`config.mk`:
```
export PLATFORM = sky130hd
export DESIGN_NAME = simd_sat_adder
export DESIGN_NICKNAME = d
export VERILOG_FILES = /design/src/rtl/simd_add_pkg.sv /design/src/rtl/simd_byte_slice.sv /design/src/rtl/simd_pair_adder.sv /design/src/rtl/simd_sat_stage.sv /design/src/rtl/simd_out_reg.sv /design/src/rtl/simd_sat_adder.sv
export SDC_FILE = /design/constraint.sdc
export NUM_CORES = 1
export LEC_CHECK = 0
export BUFFER_PORTS_ARGS = -buffer_cell sky130_fd_sc_hd__buf_2
export CAP_MARGIN = 20
export CORE_MARGIN = 3
export CORE_UTILIZATION = 40
export DETAILED_ROUTE_END_ITERATION = 10
export PLACE_DENSITY_LB_ADDON = 0.15
export SYNTH_ARGS = -nofsm -noshare
export SYNTH_HDL_FRONTEND = slang
export SYNTH_SLANG_ARGS = --single-unit
```
`constraint.sdc`:
```
create_clock -name clk -period 4.3 [get_ports clk]
set_input_delay 0.645 -clock clk [delete_from_list [all_inputs] [get_ports clk]]
set_output_delay 0.645 -clock clk [all_outputs]
set_load 0.1 [all_outputs]
```
`src/rtl/simd_add_pkg.sv`:
```
package simd_add_pkg;

   typedef enum logic {
      LANE_NARROW = 1'b0,
      LANE_WIDE   = 1'b1
   } lane_mode_e;

   typedef enum logic {
      OVF_WRAP  = 1'b0,
      OVF_CLAMP = 1'b1
   } ovf_mode_e;

   function automatic int unsigned count_bytes(int unsigned word_w, int unsigned byte_w);
      return word_w / byte_w;
   endfunction

endpackage

```
`src/rtl/simd_byte_slice.sv`:
```
module simd_byte_slice #(
   parameter int unsigned BYTE_W = 8
) (
   input  logic [BYTE_W-1:0] op_a,
   input  logic [BYTE_W-1:0] op_b,
   input  logic              carry_in,
   output logic [BYTE_W-1:0] part_sum,
   output logic              carry_out
);

   initial begin
      if (BYTE_W < 2) $error("simd_byte_slice: BYTE_W must be at least 2");
   end

   logic [BYTE_W:0] full_sum;

   always_comb begin
      full_sum  = {1'b0, op_a} + {1'b0, op_b} + {{BYTE_W{1'b0}}, carry_in};
      part_sum  = full_sum[BYTE_W-1:0];
      carry_out = full_sum[BYTE_W];
   end

endmodule

```
`src/rtl/simd_pair_adder.sv`:
```
module simd_pair_adder
   import simd_add_pkg::*;
#(
   parameter int unsigned BYTE_W = 8,
   localparam int unsigned PAIR_W = 2 * BYTE_W
) (
   input  logic [PAIR_W-1:0] pa,
   input  logic [PAIR_W-1:0] pb,
   input  lane_mode_e        lane_mode,
   output logic [PAIR_W-1:0] psum,
   output logic              lo_carry,
   output logic              hi_carry
);

   logic             link_carry;
   logic [BYTE_W-1:0] lo_sum;
   logic [BYTE_W-1:0] hi_sum;

   // The inner byte boundary passes a carry only in 16-bit lane mode.
   assign link_carry = (lane_mode == LANE_WIDE) & lo_carry;

   simd_byte_slice #(.BYTE_W(BYTE_W)) u_lo (
      .op_a      (pa[BYTE_W-1:0]),
      .op_b      (pb[BYTE_W-1:0]),
      .carry_in  (1'b0),
      .part_sum  (lo_sum),
      .carry_out (lo_carry)
   );

   simd_byte_slice #(.BYTE_W(BYTE_W)) u_hi (
      .op_a      (pa[PAIR_W-1:BYTE_W]),
      .op_b      (pb[PAIR_W-1:BYTE_W]),
      .carry_in  (link_carry),
      .part_sum  (hi_sum),
      .carry_out (hi_carry)
   );

   assign psum = {hi_sum, lo_sum};

endmodule

```
`src/rtl/simd_sat_stage.sv`:
```
module simd_sat_stage
   import simd_add_pkg::*;
#(
   parameter int unsigned WORD_W = 32,
   parameter int unsigned BYTE_W = 8,
   localparam int unsigned NUM_BYTES = WORD_W / BYTE_W,
   localparam int unsigned NUM_PAIRS = NUM_BYTES / 2
) (
   input  logic [WORD_W-1:0]    raw_sum,
   input  logic [NUM_PAIRS-1:0] lo_carry,
   input  logic [NUM_PAIRS-1:0] hi_carry,
   input  lane_mode_e           lane_mode,
   input  ovf_mode_e            ovf_mode,
   output logic [WORD_W-1:0]    lane_res,
   output logic [NUM_BYTES-1:0] lane_ovf
);

   for (genvar p = 0; p < NUM_PAIRS; p++) begin : g_pair
      logic lo_ovf;
      logic hi_ovf;
      logic lo_clamp;
      logic hi_clamp;

      // In 16-bit mode the carry of the upper byte marks the whole lane.
      assign lo_ovf   = (lane_mode == LANE_WIDE) ? hi_carry[p] : lo_carry[p];
      assign hi_ovf   = hi_carry[p];
      assign lo_clamp = (ovf_mode == OVF_CLAMP) & lo_ovf;
      assign hi_clamp = (ovf_mode == OVF_CLAMP) & hi_ovf;

      assign lane_ovf[2*p]   = lo_ovf;
      assign lane_ovf[2*p+1] = hi_ovf;

      assign lane_res[(2*p)*BYTE_W +: BYTE_W] =
         lo_clamp ? {BYTE_W{1'b1}} : raw_sum[(2*p)*BYTE_W +: BYTE_W];
      assign lane_res[(2*p+1)*BYTE_W +: BYTE_W] =
         hi_clamp ? {BYTE_W{1'b1}} : raw_sum[(2*p+1)*BYTE_W +: BYTE_W];
   end

endmodule

```
`src/rtl/simd_out_reg.sv`:
```
module simd_out_reg #(
   parameter int unsigned WORD_W    = 32,
   parameter int unsigned FLAG_W    = 4
) (
   input  logic              clk,
   input  logic              rst,
   input  logic              load,
   input  logic [WORD_W-1:0] d_sum,
   input  logic [FLAG_W-1:0] d_flags,
   output logic              q_valid,
   output logic [WORD_W-1:0] q_sum,
   output logic [FLAG_W-1:0] q_flags
);

   always_ff @(posedge clk) begin
      if (rst) begin
         q_valid <= 1'b0;
         q_sum   <= '0;
         q_flags <= '0;
      end else begin
         q_valid <= load;
         if (load) begin
            q_sum   <= d_sum;
            q_flags <= d_flags;
         end
      end
   end

endmodule

```
`src/rtl/simd_sat_adder.sv`:
```
module simd_sat_adder
   import simd_add_pkg::*;
#(
   parameter int unsigned WORD_W = 32,
   parameter int unsigned BYTE_W = 8,
   localparam int unsigned NUM_BYTES = WORD_W / BYTE_W,
   localparam int unsigned NUM_PAIRS = NUM_BYTES / 2,
   localparam int unsigned PAIR_W    = 2 * BYTE_W
) (
   input  logic                 clk,
   input  logic                 rst,
   input  logic                 in_valid,
   input  logic [WORD_W-1:0]    in_a,
   input  logic [WORD_W-1:0]    in_b,
   input  logic                 sat_en,
   input  logic                 wide_en,
   output logic                 out_valid,
   output logic [WORD_W-1:0]    out_sum,
   output logic [NUM_BYTES-1:0] out_flags
);

   if (WORD_W % PAIR_W != 0) begin : g_bad_width
      initial $error("simd_sat_adder: WORD_W must be a multiple of 2*BYTE_W");
   end
   if (count_bytes(WORD_W, BYTE_W) != NUM_BYTES) begin : g_bad_count
      initial $error("simd_sat_adder: byte count mismatch");
   end

   lane_mode_e           lane_mode;
   ovf_mode_e            ovf_mode;
   logic [WORD_W-1:0]    raw_sum;
   logic [NUM_PAIRS-1:0] lo_carry;
   logic [NUM_PAIRS-1:0] hi_carry;
   logic [WORD_W-1:0]    lane_res;
   logic [NUM_BYTES-1:0] lane_ovf;

   assign lane_mode = wide_en ? LANE_WIDE : LANE_NARROW;
   assign ovf_mode  = sat_en  ? OVF_CLAMP : OVF_WRAP;

   for (genvar p = 0; p < NUM_PAIRS; p++) begin : g_pairs
      simd_pair_adder #(.BYTE_W(BYTE_W)) u_pair (
         .pa        (in_a[p*PAIR_W +: PAIR_W]),
         .pb        (in_b[p*PAIR_W +: PAIR_W]),
         .lane_mode (lane_mode),
         .psum      (raw_sum[p*PAIR_W +: PAIR_W]),
         .lo_carry  (lo_carry[p]),
         .hi_carry  (hi_carry[p])
      );
   end

   simd_sat_stage #(.WORD_W(WORD_W), .BYTE_W(BYTE_W)) u_sat (
      .raw_sum   (raw_sum),
      .lo_carry  (lo_carry),
      .hi_carry  (hi_carry),
      .lane_mode (lane_mode),
      .ovf_mode  (ovf_mode),
      .lane_res  (lane_res),
      .lane_ovf  (lane_ovf)
   );

   simd_out_reg #(.WORD_W(WORD_W), .FLAG_W(NUM_BYTES)) u_reg (
      .clk     (clk),
      .rst     (rst),
      .load    (in_valid),
      .d_sum   (lane_res),
      .d_flags (lane_ovf),
      .q_valid (out_valid),
      .q_sum   (out_sum),
      .q_flags (out_flags)
   );

endmodule

```
==> Word-level counts from Yosys, hierarchy flattened <==
Index checks and enable logic that the tools add are counted.
W data, S select, Z words.
{ "classes": {"mux": 8, "bitwise_logic": 6, "add_sub_neg": 6} }
{ "ops": {"columns": ["op", "n"], "rows": [
  ["$add A8 B8 Y9", 4],
  ["$mux W8", 4],
  ["$add A9 B1 Y9", 2],
  ["$and A1 B1 Y1", 6],
  ["$mux W1", 4]
]} }
{ "totals": {"regBits": 37, "output_inout_bits": 37, "wordCells": 23, "in_bits": 69} }

==> Depth between registers and ports, before layout <==
Gate-level depths: netlist (run 1).
{ "depth": {"ltp_word": 6, "ltp_mapped": 15, "mapped_depth_nobuf": 15} }

==> Hierarchy <==
Synthesis (run 1) repeated with hierarchy kept, for this count alone.
{ "hier_totals": {"cells_unflattened": 329, "area_unflattened_um2": 2995.4} }
{ "by_module_without_submodules": {"columns": ["mod", "area_per_inst_um2", "instances", "seq_area_each_um2", "cells_per_inst"], "rows": [
  ["simd_out_reg", 1332.5, 1, 740.7, 118],
  ["simd_byte_slice (g_pairs[0].u_pair.u_hi ...)", 331.6, 2, 0.0, 40],
  ["simd_byte_slice (g_pairs[0].u_pair.u_lo)", 346.6, 1, 0.0, 41],
  ["simd_byte_slice (g_pairs[1].u_pair.u_hi)", 331.6, 1, 0.0, 42],
  ["simd_sat_stage", 301.5, 1, 0.0, 44],
  ["simd_pair_adder", 10.0, 2, 0.0, 2]
]} }

==> Least setup slack after synthesis (run 1) <==
OpenSTA, ideal clock, no wires.
{ "synth_timing": {"path_kind": "input to register", "startpoint": "input port in_a[16]", "endpoint": "register u_reg.q_sum[16]", "required_ps": 4209, "path_buffers": 0, "setup_ps": 91, "arrival_ps": 3456, "stages": 15, "path_slack_ps": 753, "cell_sequence": "ha_1 > fa_1 > a211oi_2 > o21ai_2 > a21oi_1 > nor2_1 > o21ai_0 > fa_1 > fa_1 > nand2b_1 > a21oi_2 > o32ai_2 > a211oi_2 > nand2_2 > a311oi_1"} }
{ "synth_via": {"elab_chain_len": 6} }
{ "synth_rtl": {"columns": ["item", "line", "text"], "rows": [
  ["start, declared", "simd_sat_adder.sv:13", "input logic [WORD_W-1:0] in_a,"],
  ["$add A8 B8 Y9 *", "simd_byte_slice.sv:18", "full_sum = {1'b0, op_a} + {1'b0, op_b} + {{BYTE_W{1'b0}}, carry_in};"],
  ["$and A1 B1 Y1", "simd_pair_adder.sv:20", "assign link_carry = (lane_mode == LANE_WIDE) & lo_carry;"],
  ["$add A9 B1 Y9", "simd_byte_slice.sv:18", null],
  ["$mux W1", "simd_sat_stage.sv:25", "assign lo_ovf = (lane_mode == LANE_WIDE) ? hi_carry[p] : lo_carry[p];"],
  ["$and A1 B1 Y1", "simd_sat_stage.sv:27", "assign lo_clamp = (ovf_mode == OVF_CLAMP) & lo_ovf;"],
  ["$mux W8 *", "simd_sat_stage.sv:34", "lo_clamp ? {BYTE_W{1'b1}} : raw_sum[(2*p)*BYTE_W +: BYTE_W];"],
  ["end signal, assigned", "simd_out_reg.sv:23", "q_sum <= d_sum;"],
  ["end, declared", "simd_out_reg.sv:11", "output logic [WORD_W-1:0] q_sum,"]
]} }
Every way passes the cells marked *; elsewhere a longest branch is shown, timed or not.
A chain may end at the register's enable or synchronous reset.

==> Worst setup path after layout (run 1) <==
{ "layout_timing": {"startpoint": "input port in_a[16]", "endpoint": "register u_reg.q_sum[19]"} }
Same word-level chain as after synthesis.

==> results of run 1 <==
==> cell families (layout without fill, tap and decap cells) <==
group	count (synthesis)	count (layout)	synth area share [%]
simple gates	89	89	15.6
fa+ha+maj	36	36	19.3
compound gates	84	84	24.3
buf+inv	25	129	3.65
mux	3	3	1.65
xor+xnor	20	20	6.81
flops	37	37	28.8
==> routing by layer <==
metal / global-route usage [%] / part of all wire [%] / wire (microns)
met1: 21.4 / 46 / 2870
met2: 27.0 / 46 / 2860
met3: 4.28 / 7.4 / 462
met4: 4.11 / 1.2 / 78
met5: 0 / 0 / 0
==> cell usage in the layout (no fill, tap or decap), types with 2 or more instances in the layout <==
master     count
a2111oi_2      2
a211oi_1      22
a211oi_2       2
a21o_1         4
a21oi_1       15
a311oi_1      14
buf_2        105
bufinv_16      2
clkbuf_8       5
dfxtp_1       37
fa_1           6
ha_1          30
inv_1         15
mux2i_1        2
nand2_1        5
nand2_2        2
nand2b_1       7
nand3_1        6
nand4_1        3
nor2_1        55
nor2b_1        3
nor3_1         5
o21a_1         4
o21ai_0        9
o21ai_1        2
o41ai_1        2
xnor2_1        9
xor2_1        11
==> registers in the layout, indices dropped and copies added, names as in the netlist <==
| register | flops |
|---|---|
| u_reg.q_sum | 32 |
| u_reg.q_flags | 4 |
| u_reg.q_valid | 1 |
==> stage by stage <==
stage / utilization [%] / hold slack, ns
after floorplan: - / 0.848
after CTS: 54.4 / 0.484
after global placement: 52.2 / 0.467
final: 54.4 / 0.482
after detailed placement: 52.2 / 0.469
after global routing: 54.4 / 0.502
==> power by group <==
group | switching, mW | leakage, nW | total, mW | internal (mW)
Sequential | 0.0163 | 0.308 | 0.394 | 0.377
Combinational | 0.415 | 1.21 | 0.570 | 0.155
Clock | 0.129 | 0.0681 | 0.359 | 0.230
Total | 0.560 | 1.59 | 1.32 | 0.762
==> final timing paths <==
path | endpoint | slack (ns) | cells past startpoint
hold reg to reg | u_reg.q_sum[15] | 0.48 | 2
setup / recovery | u_reg.q_sum[19] | 0.61 | 16
setup reg to reg | u_reg.q_sum[19] | 3.52 | 2
hold / removal | u_reg.q_sum[15] | 0.48 | 2
==> final cells by class <==
class                      instances  area [sq um]
fill                             590          2760
multi-input combinational        232          1740
sequential                        37           741
timing repair buffer             106           533
tap                               75          93.8
clock buffer                       5          68.8
clock inverter                     3          65.1
inverter                          15          56.3
==> tightest hold or removal path: cells and delay by family (launching register included) <==
family           cells  cell delay, ns
AO/OA/AOI/OAI        1            0.04
flip-flops           1            0.32
AND/OR/NAND/NOR      1            0.08
==> reports/qor.yml, run 1 <==
yosys:
  ys_warn_count: 0
  yosysSeqAreaShare_pct: 28.8
  netlist_top_cells_count: "nor2_1, dfxtp_1, ha_1, a211oi_1"
  synth_top_area_cell: "dfxtp_1"
  synthFlopType: "dfxtp_1"
  syn_area_sq_um: 2570
  synth_edf_count: 0
  ys_types: 39
  synth.most_common_cell: "nor2_1"
  synth_top_cell_area_share_pct: 28.8
  syn_nets: 399
  ys_top_cells_by_area: "dfxtp_1, ha_1, nor2_1, a211oi_1, a311oi_1"
  yosys_register_bits: 37
  syn_area_per_cell_sq_um: 8.75
  netlist_instances: 294
  synthArstFlopShare_pct: 0
pwr:
  max-vdd-ir-drop_uv: 208
  finalPower_mw: 1.32
  p_leak_nw: 1.59
  p_per_area_nw_per_um2: 401
sta:
  post-route-min-period_ns: 3.69
  slew_headroom_pct: 44.7
  finClkSkew_ns: 0
  post-route-period-util_pct: 85.8
  hold_viol_final: 0
  worst_slew_pin_slew_ns: 0.830
  report.final.slew_viol_count: 0
  worst_slack_ns: 0.610
  fin_tns_setup_ns: 0
  setup_viol: 0
  fmax_ghz: 0.271
  rsz0062_at_grt: "no"
clock_tree:
  clkLatencyLatePin_ns: 0.29
  cts_tree: "yes"
  postCtsSetupRepairBufs: 0
  cts.sinks: 37
  root_buffer: "clkbuf_8"
  cts_buffers: 5
  cts-htree-levels: 2
  cts_resized: 0
  path_clk_slew_ns: 0.08
  hold_buffers: 0
  cts_buffer_depth: 2
worst_setup_path:
  crit_start: "in_a[16]"
  worstSetupEndpointType: "flip-flop"
  worst_ep_arrival_time_ns: 3.88
  cp_num_buf_inv: 1
  crit_required_ns: 4.49
  critical_path.max_fanout: 7
  path_class: "in2reg"
  startpoint_type: "input port"
  critPathTopFamily: "compound AO/OA/AOI/OAI gates"
  cp_common_cell: "fa_1"
  crit_slowest_cell: "fa_1"
  slowest_delay_ns: 0.42
  timing.rr.start: "u_reg.q_sum[19]"
  crit_chain: "buf_2, ha_1, fa_1, a211oi_2, o21ai_2, a21oi_1, nor2_1, o21ai_0, fa_1, fa_1, nand2b_1, a21oi_2, o32ai_2, a211oi_2, nand2_2, a311oi_1"
global_route:
  grt_usage_pct: 16.4
  grt_max_degree: 48
  grt_pass1_wl_microns: 10000
  grt-ovfl-total: 0
  grt_pass1_vias: 2216
  antenna_found_initial: 0
routing:
  routed_wl_microns: 6260
  drtAntennaViolNets: 0
  viasPerCell: 5.14
  wl_per_cell_microns: 13.2
  drc: 0
  drtIter0Drc: 74
  drt_pre_antenna_iters: 6
  num_vias: 2433
final_layout:
  fin_area_sq_um: 3300
  fin_nets: 502
  fin_cells: 473
  n_antenna_cell: 0
  drive_above_1_share_pct: 31.9
  area_growth_pct: 28.1
min_path:
  hold_path.startpoint: "u_reg.q_sum[15]"
  hold_class: "reg2reg"
floorplan:
  die_x_microns: 86.2
  dieHeight_microns: 86.2
  io_pins: 106
  start_util_pct: 42.5
  die_area_sq_um: 7430
  fp-row-count: 28
  core-area_sq_um: 6060
place:
  io_buffer_count: 105
  dp_hpwl_microns: 4990
  gp_congestion: 0.794
  numPlacedInstances: 465
  place_ws_ns: 0.268
  placed_area_sq_um: 3160
outcome:
  status: "finished, final reports clean"
job:
  drv_cap: 0
Note: power is estimated with default switching activity, not from simulation.
==> run 2: changes to the inputs <==
--- a/config.mk
+++ b/config.mk
@@ -10,7 +10,7 @@
 export CORE_MARGIN = 3
 export CORE_UTILIZATION = 40
 export DETAILED_ROUTE_END_ITERATION = 10
-export PLACE_DENSITY_LB_ADDON = 0.15
+export PLACE_DENSITY = 0.68
 export SYNTH_ARGS = -nofsm -noshare
 export SYNTH_HDL_FRONTEND = slang
 export SYNTH_SLANG_ARGS = --single-unit
==> run 2 against run 1 <==
Die area did not move. Global-route usage rose by 0.85 points. Via count rose by 0.58%. Non-clock buffer count fell by 1. Sequential cell count did not move. Wire length fell by 0.14%. Clock skew did not move. Count of clock-buffer cells in the layout did not move. Largest cell class unchanged.
==> reports/qor.yml, run 2 (synthesized netlist as in run 1, its figures left out) <==
outcome:
  status: "finished, final reports clean"
floorplan:
  io_pins: 106  # unchanged
  die_x_microns: 86.2  # unchanged
  dieHeight_microns: 86.2  # unchanged
  die_area_sq_um: 7430  # unchanged
  start_util_pct: 42.5  # unchanged
  fp-row-count: 28  # unchanged
  core-area_sq_um: 6060  # unchanged
worst_setup_path:
  worst_ep_arrival_time_ns: 3.92  # +0.04 ns
  path_class: "in2reg"
  worstSetupEndpointType: "flip-flop"
  crit_required_ns: 4.50  # about the same
  startpoint_type: "input port"
  critical_path.max_fanout: 7  # unchanged
clock_tree:
  root_buffer: "clkbuf_8"
  hold_buffers: 0  # unchanged
  cts_tree: "yes"
  cts-htree-levels: 2  # unchanged
  cts_resized: 0  # unchanged
  cts_buffers: 5  # unchanged
  postCtsSetupRepairBufs: 0  # unchanged
  cts.sinks: 37  # unchanged
  cts_buffer_depth: 2  # unchanged
  path_clk_slew_ns: 0.09  # about the same
  clkLatencyLatePin_ns: 0.29  # about the same
routing:
  drc: 0  # unchanged
  routed_wl_microns: 6250  # -0.14%
  viasPerCell: 5.18  # +0.79%
  drtIter0Drc: 49  # -34%
  drtAntennaViolNets: 0  # unchanged
  num_vias: 2447  # +0.58%
  drt_pre_antenna_iters: 4  # -2
  wl_per_cell_microns: 13.2  # about the same
final_layout:
  largest_reg_flops: 32  # unchanged
  layout_common_cells: "buf_2, nor2_1, dfxtp_1, ha_1, a211oi_1"
  nFillCells: 603  # +2.2%
  area_growth_pct: 26.2
  multi_input_area_sq_um: 1740  # unchanged
  drive_above_1_share_pct: 31.7  # -0.17 points
  regMostFlops: "u_reg.q_sum"
  top_regs: "u_reg.q_sum: 32 flops, u_reg.q_flags: 4 flops, u_reg.q_valid: 1 flops"
  final-seq-area_sq_um: 741  # unchanged
  layout_commonest_cell: "buf_2"
  fin_nets: 501  # -0.20%
  n_antenna_cell: 0  # unchanged
  fin_area_sq_um: 3250  # -1.5%
place:
  gp_congestion: 0.757  # -4.6%
  io_buffer_count: 105  # unchanged
  placed_area_sq_um: 3160  # -0.24%
  place_ws_ns: 0.201  # -0.0663 ns
  dp_hpwl_microns: 4940  # -1.1%
job:
  drv_cap: 0  # unchanged
global_route:
  grt_pass1_vias: 2388  # +7.8%
  gr-usage-met1_pct: 21.0  # -0.36 points
  grt-ovfl-total: 0  # unchanged
  grt_usage_pct: 17.2  # +0.85 points
  grt_pass1_wl_microns: 10600  # +5.4%
  grt_max_degree: 58  # +21%
  grt.busiest_layer: "met2"
  grtUsageMet3_pct: 3.52  # -0.76 points
  grt_use_met2_pct: 30.7  # +3.6 points
  antenna_found_initial: 0  # unchanged
sta:
  worst_slew_pin_slew_ns: 1.01  # +0.179 ns
  report.final.slew_viol_count: 0  # unchanged
  setup_viol: 0  # unchanged
  fmax_ghz: 0.269  # -0.89%
  hold_viol_final: 0  # unchanged
  post-route-min-period_ns: 3.72  # +0.0330 ns
  finClkSkew_ns: 0  # unchanged
  fin_tns_setup_ns: 0  # unchanged
  holdWs_ns: 0.481  # -0.000216 ns
  worst_slack_ns: 0.577  # -0.0330 ns
  rsz0062_at_grt: "no"
  post-route-period-util_pct: 86.6  # +0.77 points
  slew_headroom_pct: 32.7  # -12 points
pwr:
  p_leak_nw: 1.55  # -2.3%
  max-vdd-ir-drop_uv: 220  # +5.6%
  p_per_area_nw_per_um2: 374  # -6.9%
  finalPower_mw: 1.21  # -8.3%
min_path:
  hold_class: "reg2reg"
[run 2: cell count changes in the layout (fill, tap and decap cells not counted), sizes merged]
cell	previous run	this run
clkinvlp	0	3
bufinv	2	0
buf	106	105
clkinv	1	0
[run 2: layout make-up]
class                      count  share of cell area [%]
multi-input combinational    232                    53.6
tap                           75                    2.89
sequential                    37                    22.8
clock buffer                   5                    2.12
inverter                      15                    1.73
timing repair buffer         105                    16.2
clock inverter                 3                   0.694
[run 2: power by group]
part / total (mW) / switching [mW] / internal (mW) / leakage, nW
registers: 0.394 / 0.0169 / 0.377 / 0.308
clock network: 0.251 / 0.137 / 0.114 / 0.0364
logic: 0.568 / 0.414 / 0.155 / 1.21
total: 1.21 / 0.567 / 0.646 / 1.55
[run 2: path summary, 6_finish.rpt]
| check | start | to | slack, ns | cells past startpoint |
|---|---|---|---|---|
| max reg2reg | u_reg.q_sum[22] | u_reg.q_sum[22] | 3.54 | 2 |
| max | in_a[16] | u_reg.q_sum[22] | 0.58 | 16 |
| min reg2reg | u_reg.q_sum[30] | u_reg.q_sum[30] | 0.48 | 2 |
| min | u_reg.q_sum[30] | u_reg.q_sum[30] | 0.48 | 2 |
[run 2: through the flow]
step | utilization (%) | instances
floorplan | - | 294
global placement | 52.1 | 464
detailed placement | 52.1 | 464
CTS | 53.6 | 472
global route | 53.6 | 472
finish | 53.6 | 472
[run 2: metal layers]
| metal | up-vias | routed length (microns) |
|---|---|---|
| met3 | 7 | 364 |
| met4 | 0 | 75 |
| met2 | 76 | 2940 |
| met1 | 1094 | 2870 |
| met5 | - | 0 |
| li1 | 1270 | - |
[run 2: worst max-delay path: stages]
cell	delay [ns]
buf_2	0.08
ha_1	0.17
fa_1	0.26
a211oi_2	0.10
o21ai_2	0.20
a21oi_1	0.09
nor2_1	0.08
o21ai_0	0.10
fa_1	0.44
fa_1	0.42
nand2b_1	0.18
a21oi_2	0.20
o32ai_2	0.15
a211oi_2	0.33
nand2_2	0.18
a311oi_1	0.29
